==> config.mk <==
export PLATFORM = sky130hd
export DESIGN_NAME = host_watchdog
export DESIGN_NICKNAME = d
export VERILOG_FILES = /design/src/rtl/host_watchdog.sv
export SDC_FILE = /design/constraint.sdc
export NUM_CORES = 1
export LEC_CHECK = 0
export ABC_AREA = 1
export CAP_MARGIN = 40
export CORE_UTILIZATION = 45
export DETAILED_ROUTE_END_ITERATION = 8
export DONT_BUFFER_PORTS = 1
export SLEW_MARGIN = 20
export SYNTH_ARGS = -nofsm -noshare
export SYNTH_HDL_FRONTEND = slang
export SYNTH_SLANG_ARGS = --single-unit
==> constraint.sdc <==
create_clock -name clk -period 2.4 [get_ports clk]
set_input_delay 0.48 -clock clk [delete_from_list [all_inputs] [get_ports clk]]
set_output_delay 0.48 -clock clk [all_outputs]
set_load 0.05 [all_outputs]
==> src/rtl/host_watchdog.sv <==
module host_watchdog #(
  parameter int TICKS_PER_MS = 100000,
  parameter int BASE_MS      = 40
) (
  input  logic       clk,
  input  logic       rst_n,
  input  logic       serial_mode,
  input  logic [1:0] tmo_sel,
  input  logic       wd_n,
  output logic       outputs_off
);
  localparam int PRE_W = $clog2(TICKS_PER_MS + 1);
  localparam int MS_W  = $clog2(4 * BASE_MS + 1);

  logic [2:0]       wd_sync;
  logic [PRE_W-1:0] pre;
  logic [MS_W-1:0]  ms;
  logic [MS_W-1:0]  limit;
  logic [1:0]       sel_q;
  logic             tripped;

  wire fall    = wd_sync[2] & ~wd_sync[1];
  wire active  = serial_mode & (|tmo_sel);
  wire restart = fall | (tmo_sel != sel_q) | ~active;
  wire tick    = (pre == PRE_W'(TICKS_PER_MS - 1));

  always_comb begin
    case (tmo_sel)
      2'b01:   limit = MS_W'(BASE_MS);
      2'b10:   limit = MS_W'(2 * BASE_MS);
      2'b11:   limit = MS_W'(4 * BASE_MS);
      default: limit = '0;
    endcase
  end

  always_ff @(posedge clk or negedge rst_n) begin
    if (!rst_n) wd_sync <= 3'b111;
    else        wd_sync <= {wd_sync[1:0], wd_n};
  end

  always_ff @(posedge clk or negedge rst_n) begin
    if (!rst_n) begin
      pre     <= '0;
      ms      <= '0;
      sel_q   <= 2'b00;
      tripped <= 1'b0;
    end else begin
      sel_q <= tmo_sel;
      if (restart) begin
        pre <= '0;
        ms  <= '0;
        if (fall || !active) tripped <= 1'b0;
      end else if (!tripped) begin
        if (tick) begin
          pre <= '0;
          if (ms == limit - MS_W'(1)) begin
            ms      <= '0;
            tripped <= 1'b1;
          end else begin
            ms <= ms + MS_W'(1);
          end
        end else begin
          pre <= pre + PRE_W'(1);
        end
      end
    end
  end

  assign outputs_off = tripped;

  assert_trip_needs_active_R4: assert property (@(posedge clk) disable iff (!rst_n)
    $rose(outputs_off) |-> $past(active));
  assert_inactive_clears_R2: assert property (@(posedge clk) disable iff (!rst_n)
    !active |=> !outputs_off);
  assert_fall_releases_R7: assert property (@(posedge clk) disable iff (!rst_n)
    fall |=> !outputs_off);
  assert_ms_bound_R4: assert property (@(posedge clk) disable iff (!rst_n)
    (active && tmo_sel == sel_q) |-> (ms < limit));
  assert_sel_restart_R8: assert property (@(posedge clk) disable iff (!rst_n)
    (active && tmo_sel != sel_q) |=> (ms == '0 && pre == '0));
endmodule

==> results of run 1 <==
metrics by stage:
stage	hold WS (ns)	worst slack [ns]	instance area, µm²
6_report	0.0174	0.667	2190
3_3_place_gp	0.185	0.475	2080
5_1_grt	0.0178	0.460	2190
4_1_cts	0.0155	0.660	2190
2_1_floorplan	0.184	0.730	2040
3_5_place_dp	0.185	0.411	2080
metal layers:
layer / up-vias / routed length [µm]
met5: - / 0
met4: 0 / 46
met3: 4 / 169
met2: 37 / 2190
met1: 814 / 2090
li1: 943 / -
layout by cell type (no fill, tap or decap), types with 9 or more instances in the layout:
cell,Yosys,layout
nor2_1,42,42
nand4_1,9,9
nand3_1,25,25
dfrtp_1,28,28
nand2_1,95,95
inv_1,35,35
how the worst max path moves through the flow:
stage,slack (ns),startpoint,to
global placement,0.47,tmo_sel[0],ms[0]$_DFFE_PN0P_
global route,0.46,wd_sync[1]$_DFF_PN1_,pre[10]$_DFFE_PN0P_
finish,0.67,wd_sync[1]$_DFF_PN1_,pre[9]$_DFFE_PN0P_
CTS,0.66,wd_sync[1]$_DFF_PN1_,pre[9]$_DFFE_PN0P_
detailed placement,0.41,tmo_sel[0],pre[9]$_DFFE_PN0P_
floorplan,0.73,tmo_sel[0],pre[2]$_DFFE_PN0P_
Yosys cell counts (4+ instances only):
cell type,n,area share (%)
nand2_1,95,18
o21ai_0,6,1.5
nor2_1,42,7.7
nand4_1,9,2.8
ha_1,6,3.7
inv_2,4,0.74
a21oi_1,6,1.5
dfrtp_1,28,34
inv_1,35,6.4
nor2_2,6,1.8
o21ai_2,6,2.6
nand3_1,25,6.1
critical path: cells and delay by family (launching register included):
family / cells / cell delay, ns
buffers and inverters: 1 / 0.04
AND/OR/NAND/NOR: 7 / 1.08
flip-flops: 1 / 0.55
logic make-up (layout without fill, tap and decap cells):
kind of cell / Yosys count / count (layout) / synth area share, %
buffers and inverters: 43 / 50 / 8.91
AO/OA/AOI/OAI: 23 / 23 / 7.00
AND/OR/NAND/NOR: 187 / 187 / 39.6
adder cells (fa/ha/maj): 6 / 6 / 3.69
flip-flops: 31 / 31 / 38.3
multiplexers: 1 / 1 / 0.491
XOR/XNOR: 4 / 4 / 2.09
registers in the layout, indices dropped and copies added (netlist names):
register	count
outputs_off	1
pre	17
sel_q	2
ms	8
wd_sync	3
area by class of cell:
cell class | count | area share [%]
Clock buffer | 6 | 3.32
Clock inverter | 2 | 0.572
Tap cell | 52 | 2.97
Multi-Input combinational cell | 221 | 49.2
Timing Repair Buffer | 3 | 1.60
Sequential cell | 31 | 35.6
Inverter | 39 | 6.69
timing repair:
action | CTS | global route
hold buffers | 1 | 0
hold endpoints to repair | 28 | 0
resized for setup | 0 | 0
power by group through the flow:
stage	Combinational [µW]	Sequential, µW	Clock (µW)
4_1_cts	61.0	535	416
2_1_floorplan	40.9	543	0
5_1_grt	68.9	535	433
6_report	59.4	535	402
3_3_place_gp	45.8	544	0
3_5_place_dp	46.7	544	0
==> results.yml, run 1 <==
floorplanning:
  dieHeight_um: 69.3
  io_pins: 7
  row_count: 24
  core_area_mm2: 0.00435
  die_w_um: 69.3
  floorplan.die_area_mm2: 0.00480
  start_util_pct: 46.8
power_and_ir_drop:
  p_leak_uw: 0.00103
  comb_power_share_pct: 6.0
  p_switching_uw: 243
  seqPwrFrac_pct: 53.7
  power-per-cell-area_mw_per_mm2: 455
  p_clk_share_pct: 40.3
  p_sw_share_pct: 24.4
  design_power_total_uw: 996
  ir_drop_uv: 335
  p_int_uw: 753
grt:
  grtUsageMet3_pct: 3.49
  antenna_found_initial: 0
  gr-total-overflow: 0
  busiest_layer: "met2"
  use_met1_pct: 25.7
  gr-usage-all-layers_pct: 20.5
  grt_max_degree: 29
  grt_pass1_wl_um: 7830
  met2_usage_pct: 35.7
  grt_pass1_vias: 1727
final_layout:
  antenna_cells: 0
  fin_nets: 313
  final_util_pct: 50.2
  drive_gt1_share_pct: 11.9
  final_cells: 354
  multi_input_area_mm2: 0.00108
  syn_to_final_growth_pct: 7.37
  regArea_um2: 779
  fillerInstances: 445
outcome:
  status: "complete, no violations"
worst_setup_path:
  path_cells: "inv_1 > nand2_1 > nand2_1 > nor2_2 > nand3_2 > nand2_4 > nand2_1 > nor2_1"
  cp_common_cell: "nand2_1"
  cp_data_arrival_time_ns: 1.94
  critPathKind: "register to register"
  cp-start-kind: "register"
  r2r-end: "pre[9]$_DFFE_PN0P_"
  cp_max_fo: 22
  cp.required_ns: 2.61
  r2r_cells: 8
  crit_path_max_incr_delay_ns: 0.55
  ff2ff_setup_slack_ns: 0.67
  cp_slowest_cell: "dfstp_2"
  r2r-start: "wd_sync[1]$_DFF_PN1_"
  crit_path_end_kind: "register"
run:
  cap_violations: 0
placement:
  post-dp-hpwl_um: 3210
  place_congestion: 0.838
  place_inst: 345
  port_buffers: 0
sta:
  fin_worst_skew_ns: 0.00439
  drv_slew: 0
  fin_crit_ns: 1.73
  slew_headroom_pct: 75.1
  rsz0062_at_grt: "no"
  tns_ns: 0
  period_share_pct: 72.2
  hold_viol_final: 0
  max_slew.worst_pin.slew_ns: 0.373
  setup_viol: 0
  fmaxAchievable_ghz: 0.577
synthesis:
  syn_avg_cell_area_um2: 6.90
  synth_cell_types: 28
  synthCells: 295
  synth_enable_flop_cells: 0
  synth_warnings: 0
  synth-async-reset-ratio_pct: 100
  ys_seq_elements: 31
  syn_nets: 307
  syn_area_mm2: 0.00204
  synthFlopType: "dfrtp_1"
  yosysSeqAreaShare_pct: 38.3
route:
  vias: 1798
  antenna_left: 0
  via_per_inst: 5.08
  wirelength_um: 4500
  first_pass_iters: 4
  drt_iter0_drc: 103
  drc: 0
  avgRoutedWirePerCell_um: 12.7
clocking:
  cts_setup_buffers: 0
  ctsRootBufferMaster: "clkbuf_8"
  clock-sinks: 31
  cts_tree: "done"
  cts_htree_levels: 2
  clk_pin_slew_ns: 0.07
  clock_latency_ns: 0.28
  cts_made_buffers: 5
  clockBufferDepth: 2
hold_path:
  min_path_type: "primary input to asynchronous set/reset pin"
Power figures use the tool's default switching activity.
==> run 2, diff against run 1 <==
--- a/config.mk
+++ b/config.mk
@@ -5,7 +5,7 @@
 export SDC_FILE = /design/constraint.sdc
 export NUM_CORES = 1
 export LEC_CHECK = 0
-export ABC_AREA = 1
+export ABC_AREA = 0
 export CAP_MARGIN = 40
 export CORE_UTILIZATION = 45
 export DETAILED_ROUTE_END_ITERATION = 8
==> constraint.sdc (replaced) <==
create_clock -name clk -period 1.4 [get_ports clk]
set_input_delay 0.28 -clock clk [delete_from_list [all_inputs] [get_ports clk]]
set_output_delay 0.28 -clock clk [all_outputs]
set_load 0.05 [all_outputs]
==> results.yml, run 2 <==
final_layout:
  antenna_cells: 0
  final_util_pct: 76.5
  regMostFlops: "pre"
  largest_register_ffs: 17
  drive_gt1_share_pct: 51.7
  syn_to_final_growth_pct: 59.7
  final_common_cell: "buf_4"
  top_regs: "pre x17, ms x8, wd_sync x3"
  final_cell_mix: "buf_4, dfrtp_1, nand2_1"
  final_cells: 317
  fin_nets: 280
clocking:
  ctsRootBufferMaster: "clkbuf_8"
  cts_made_buffers: 5
  clock-sinks: 31
  clock_latency_ns: 0.29
  cts_tree: "done"
  clockBufferDepth: 2
  clk_pin_slew_ns: 0.07
  cts_htree_levels: 2
route:
  avgRoutedWirePerCell_um: 17.3
  met3_length_um: 159
  drt_iter0_drc: 108
  wl_met1_um: 2220
  top_layer: "met4"
  via_per_inst: 5.78
  vias: 1832
  drc: 0
  wirelength_um: 5480
  route.met2.wl_um: 2910
  first_pass_iters: 4
  antenna_left: 0
worst_setup_path:
  critPathKind: "register to register"
  cp_max_fo: 4
  cp_data_arrival_time_ns: 2.12
  cp.required_ns: 1.62
  crit_path_end_kind: "register"
  cp-start-kind: "register"
synthesis:
  synth_cell_types: 41
  synth_enable_flop_cells: 0
  synthCells: 196
  synthFlopType: "dfrtp_1"
  synth_warnings: 0
  syn_avg_cell_area_um2: 9.08
  yosysTopAreaCell: "dfrtp_1"
  syn_nets: 208
  ys_seq_elements: 31
  synth_top_area_share_pct: 39.4
  synth-async-reset-ratio_pct: 100
  synth.area.top_cells: "dfrtp_1, a21oi_1, dfstp_2"
  synth_most_common_cell: "dfrtp_1"
  synth_common_cells: "dfrtp_1, nand2_1, a21oi_1"
  syn_area_mm2: 0.00178
  yosysSeqAreaShare_pct: 43.8
placement:
  port_buffers: 0
  place_inst: 294
  place_congestion: 0.917
  pre_cts_slack_ns: -0.467
  post-dp-hpwl_um: 3510
sta:
  hold_viol_final: 0
  fin_crit_ns: 1.90
  slew_headroom_pct: 73.0
  drv_slew: 0
  max_slew.worst_pin.slew_ns: 0.402
  setup_viol: 26
  rsz0062_at_grt: "yes"
  fin_worst_skew_ns: 0.00924
  fmaxAchievable_ghz: 0.527
  post-route-worst-setup-slack_ns: -0.499
  period_share_pct: 136
power_and_ir_drop:
  power-per-cell-area_mw_per_mm2: 642
  comb_power_share_pct: 6.7
  p_sw_share_pct: 22.7
  ir_drop_uv: 628
  p_int_uw: 1410
  seqPwrFrac_pct: 50.1
  p_switching_uw: 415
  p_clk_share_pct: 43.3
  p_leak_uw: 0.00118
  design_power_total_uw: 1820
floorplanning:
  dieHeight_um: 64.9
  die_w_um: 64.9
  io_pins: 7
  core_area_mm2: 0.00372
  start_util_pct: 47.9
  row_count: 22
  floorplan.die_area_mm2: 0.00421
outcome:
  status: "finished, violations left"
  violations: "setup timing"
grt:
  gr-total-overflow: 0
  grt_pass1_vias: 1901
  antenna_found_initial: 0
  grt_max_degree: 32
  gr-usage-all-layers_pct: 27.3
  grt_pass1_wl_um: 8560
hold_path:
  min_path_type: "primary input to register"
run:
  cap_violations: 0
-- run 2: cell count changes in the layout (fill, tap and decap cells not counted), sizes merged, moves of 4 or more --
cell	before	now
or3	0	11
or4	0	6
nand2	99	21
buf	3	69
nand3	26	14
nor2	49	9
inv	39	9
a21oi	6	18
a2bb2oi	0	4
-- run 2: repair_timing --
| action | 4_1_cts | 5_1_grt |
|---|---|---|
| setup endpoints to repair | 26 | 26 |
| setup buffers | 8 | 5 |
| endpoints found under the hold margin | 32 | 0 |
| hold buffers | 3 | 0 |
| resized for setup | 27 | 31 |
| pin swaps | 20 | 7 |
-- run 2: metal layers --
metal  vias to the layer above  global-route usage [%]
li1                        866                       -
met1                       902                    29.2
met2                        42                    48.2
met3                        22                    6.69
met4                         0                    15.8
met5                         -                       0
-- run 2: final cells by class --
type                    instances  area (µm²)
fillers                       234         875
inverters                       9        43.8
flip-flops and latches         31         779
clock buffers                   8         100
repair buffers                 71         606
multi-input cells             150        1250
well taps                      48        60.1
-- run 2: logic make-up after synthesis --
kind of cell    Yosys count  share of synthesized area (%)
fa+ha+maj                 6                           4.22
flops                    31                           43.8
buf+inv                  15                           3.66
compound gates           45                           14.4
mux                       1                          0.563
xor+xnor                  7                           3.45
simple gates             91                           29.9
-- run 2: final timing paths --
| kind | to | from | slack [ns] | depth (start not counted) |
|---|---|---|---|---|
| max | pre[16]$_DFFE_PN0P_ | pre[1]$_DFFE_PN0P_ | -0.50 | 6 |
| min | sel_q[1]$_DFF_PN0_ | tmo_sel[1] | 0.03 | 0 |
| max reg2reg | pre[16]$_DFFE_PN0P_ | pre[1]$_DFFE_PN0P_ | -0.50 | 6 |
| min reg2reg | wd_sync[1]$_DFF_PN1_ | wd_sync[0]$_DFF_PN1_ | 0.36 | 0 |
| max in group asynchronous | wd_sync[0]$_DFF_PN1_ | rst_n | 0.72 | 2 |
| min in group asynchronous | pre[13]$_DFFE_PN0P_ | rst_n | 0.44 | 2 |
-- run 2: stage by stage --
stage                     area, µm²  TNS [ns]  hold WS, ns
after floorplan                1930     -5.81      -0.0156
after global placement         2370     -7.46      -0.0150
after detailed placement       2370     -8.36      -0.0146
after CTS                      2670     -8.92       0.0171
after global routing           2840    -10.54      0.00722
final                          2840     -9.37       0.0254
-- run 2: power by group through the flow --
stage	logic [µW]	clock network [µW]	registers, µW
2_1_floorplan	62.7	0	928
3_3_place_gp	75.5	0	928
3_5_place_dp	77.8	0	928
4_1_cts	118	800	913
5_1_grt	132	843	914
6_report	121	789	914
-- run 2: critical path, cell delays in order, from the launching register on --
cell and delay, ns:
dfrtp_1 0.42, ha_4 0.18, and4_1 0.16, and4_4 0.17
or2_4 0.24, or4_1 0.52, a21oi_2 0.13
==> run 3, diff against run 2 <==
--- a/config.mk
+++ b/config.mk
@@ -10,6 +10,7 @@
 export CORE_UTILIZATION = 45
 export DETAILED_ROUTE_END_ITERATION = 8
 export DONT_BUFFER_PORTS = 1
+export RECOVER_POWER = 25
 export SLEW_MARGIN = 20
 export SYNTH_ARGS = -nofsm -noshare
 export SYNTH_HDL_FRONTEND = slang
==> results.yml, run 3 (same netlist as run 2, synthesis figures left out) <==
outcome:
  status: "finished, violations left"
  violations: "setup timing"
grt:
  antenna_found_initial: 0
  grt_pass1_vias: 1901
  gr-total-overflow: 0
  gr-usage-all-layers_pct: 27.3
  grt_max_degree: 32
  grt_pass1_wl_um: 8560
worst_setup_path:
  cp_max_fo: 4
  critPathKind: "register to register"
  crit_path_end_kind: "register"
  cp_data_arrival_time_ns: 2.12
  cp-start-kind: "register"
  r2r_cells: 6
  cp.required_ns: 1.62
sta:
  tns_ns: -9.37
  fin_crit_ns: 1.90
  fmaxAchievable_ghz: 0.527
  rsz0062_at_grt: "yes"
  period_share_pct: 136
  fin_worst_skew_ns: 0.00924
  setup_viol: 26
  max_slew.worst_pin.slew_ns: 0.787
  slew_headroom_pct: 47.5
  post-route-worst-setup-slack_ns: -0.499
  drv_slew: 0
  hold_viol_final: 0
final_layout:
  fin_nets: 280
  multi_input_area_mm2: 0.00125
  final_cell_mix: "buf_4, dfrtp_1, nand2_1"
  regArea_um2: 779
  top_regs: "pre x17, ms x8, wd_sync x3"
  final_common_cell: "buf_4"
  antenna_cells: 0
  syn_to_final_growth_pct: 58.9
  regMostFlops: "pre"
  drive_gt1_share_pct: 51.7
  fillerInstances: 236
  final_cell_area_mm2: 0.00283
  largest_register_ffs: 17
clocking:
  clock_latency_ns: 0.29
  clock-sinks: 31
  cts_made_buffers: 5
  cts_htree_levels: 2
  cts_tree: "done"
  clk_pin_slew_ns: 0.07
  ctsRootBufferMaster: "clkbuf_8"
  clockBufferDepth: 2
run:
  cap_violations: 0
route:
  via_per_inst: 5.78
  wirelength_um: 5480
  first_pass_iters: 4
  drt_iter0_drc: 108
  antenna_left: 0
  drc: 0
  avgRoutedWirePerCell_um: 17.3
  vias: 1833
placement:
  pre_cts_slack_ns: -0.467
  port_buffers: 0
  post-dp-hpwl_um: 3510
  placed_cell_area_mm2: 0.00237
  place_congestion: 0.917
floorplanning:
  dieHeight_um: 64.9
  row_count: 22
  io_pins: 7
  start_util_pct: 47.9
  core_area_mm2: 0.00372
  floorplan.die_area_mm2: 0.00421
  die_w_um: 64.9
power_and_ir_drop:
  p_leak_uw: 0.00117
  design_power_total_uw: 1820
  ir_drop_uv: 628
  power-per-cell-area_mw_per_mm2: 643
hold_path:
  min_path_type: "primary input to register"
  worstHoldPathCells: 0
run 3: cell count changes in the layout (fill, tap and decap cells not counted):
cell,before,now
buf_12,3,2
clkbuf_2,0,1
run 3: stage by stage:
step / hold WS, ns / utilization, % / cells
floorplan: -0.0156 / - / 196
global placement: -0.0150 / 63.7 / 294
detailed placement: -0.0146 / 63.7 / 294
CTS: 0.0171 / 71.9 / 313
global route: 0.00722 / 76.1 / 317
finish: 0.0254 / 76.1 / 317
run 3: path summary, 6_finish.rpt:
check,startpoint,end,slack [ns]
setup / recovery,pre[1]$_DFFE_PN0P_,pre[16]$_DFFE_PN0P_,-0.50
hold / removal,tmo_sel[1],sel_q[1]$_DFF_PN0_,0.03
setup reg to reg,pre[1]$_DFFE_PN0P_,pre[16]$_DFFE_PN0P_,-0.50
hold reg to reg,wd_sync[0]$_DFF_PN1_,wd_sync[1]$_DFF_PN1_,0.36
max in group asynchronous,rst_n,outputs_off$_DFFE_PN0P_,0.29
min in group asynchronous,rst_n,pre[13]$_DFFE_PN0P_,0.61
run 3: cell type report:
cell class                 count  area share, %
multi-input combinational    150           44.3
sequential                    31           27.6
timing repair buffer          71           20.9
clock buffer                   8           3.54
tap                           48           2.12
inverter                       9           1.55
run 3: what timing repair did:
item | CTS | global route
hold buffers | 3 | 0
pin swaps | 20 | 7
endpoints found under the setup margin | 26 | 26
gates resized for setup | 27 | 31
hold endpoints to repair | 32 | 0
buffers inserted | 8 | 5
run 3: metal layers:
layer / track usage (%) / routed length [µm] / up-vias
li1: - / - / 866
met5: 0 / 0 / -
met1: 29.2 / 2210 / 903
met2: 48.2 / 2910 / 42
met3: 6.69 / 159 / 22
met4: 15.8 / 200 / 0
run 3: critical path, stage by stage (launching register included):
cell and delay (ns):
dfrtp_1 0.42, ha_4 0.18, and4_1 0.16, and4_4 0.17, or2_4 0.24, or4_1 0.52, a21oi_2 0.13
run 3: power breakdown:
part | internal [µW] | total (µW) | switching [µW]
clock | 448 | 789 | 341
combinational | 48.2 | 115 | 67.3
sequential | 908 | 914 | 5.61
total | 1400 | 1820 | 414
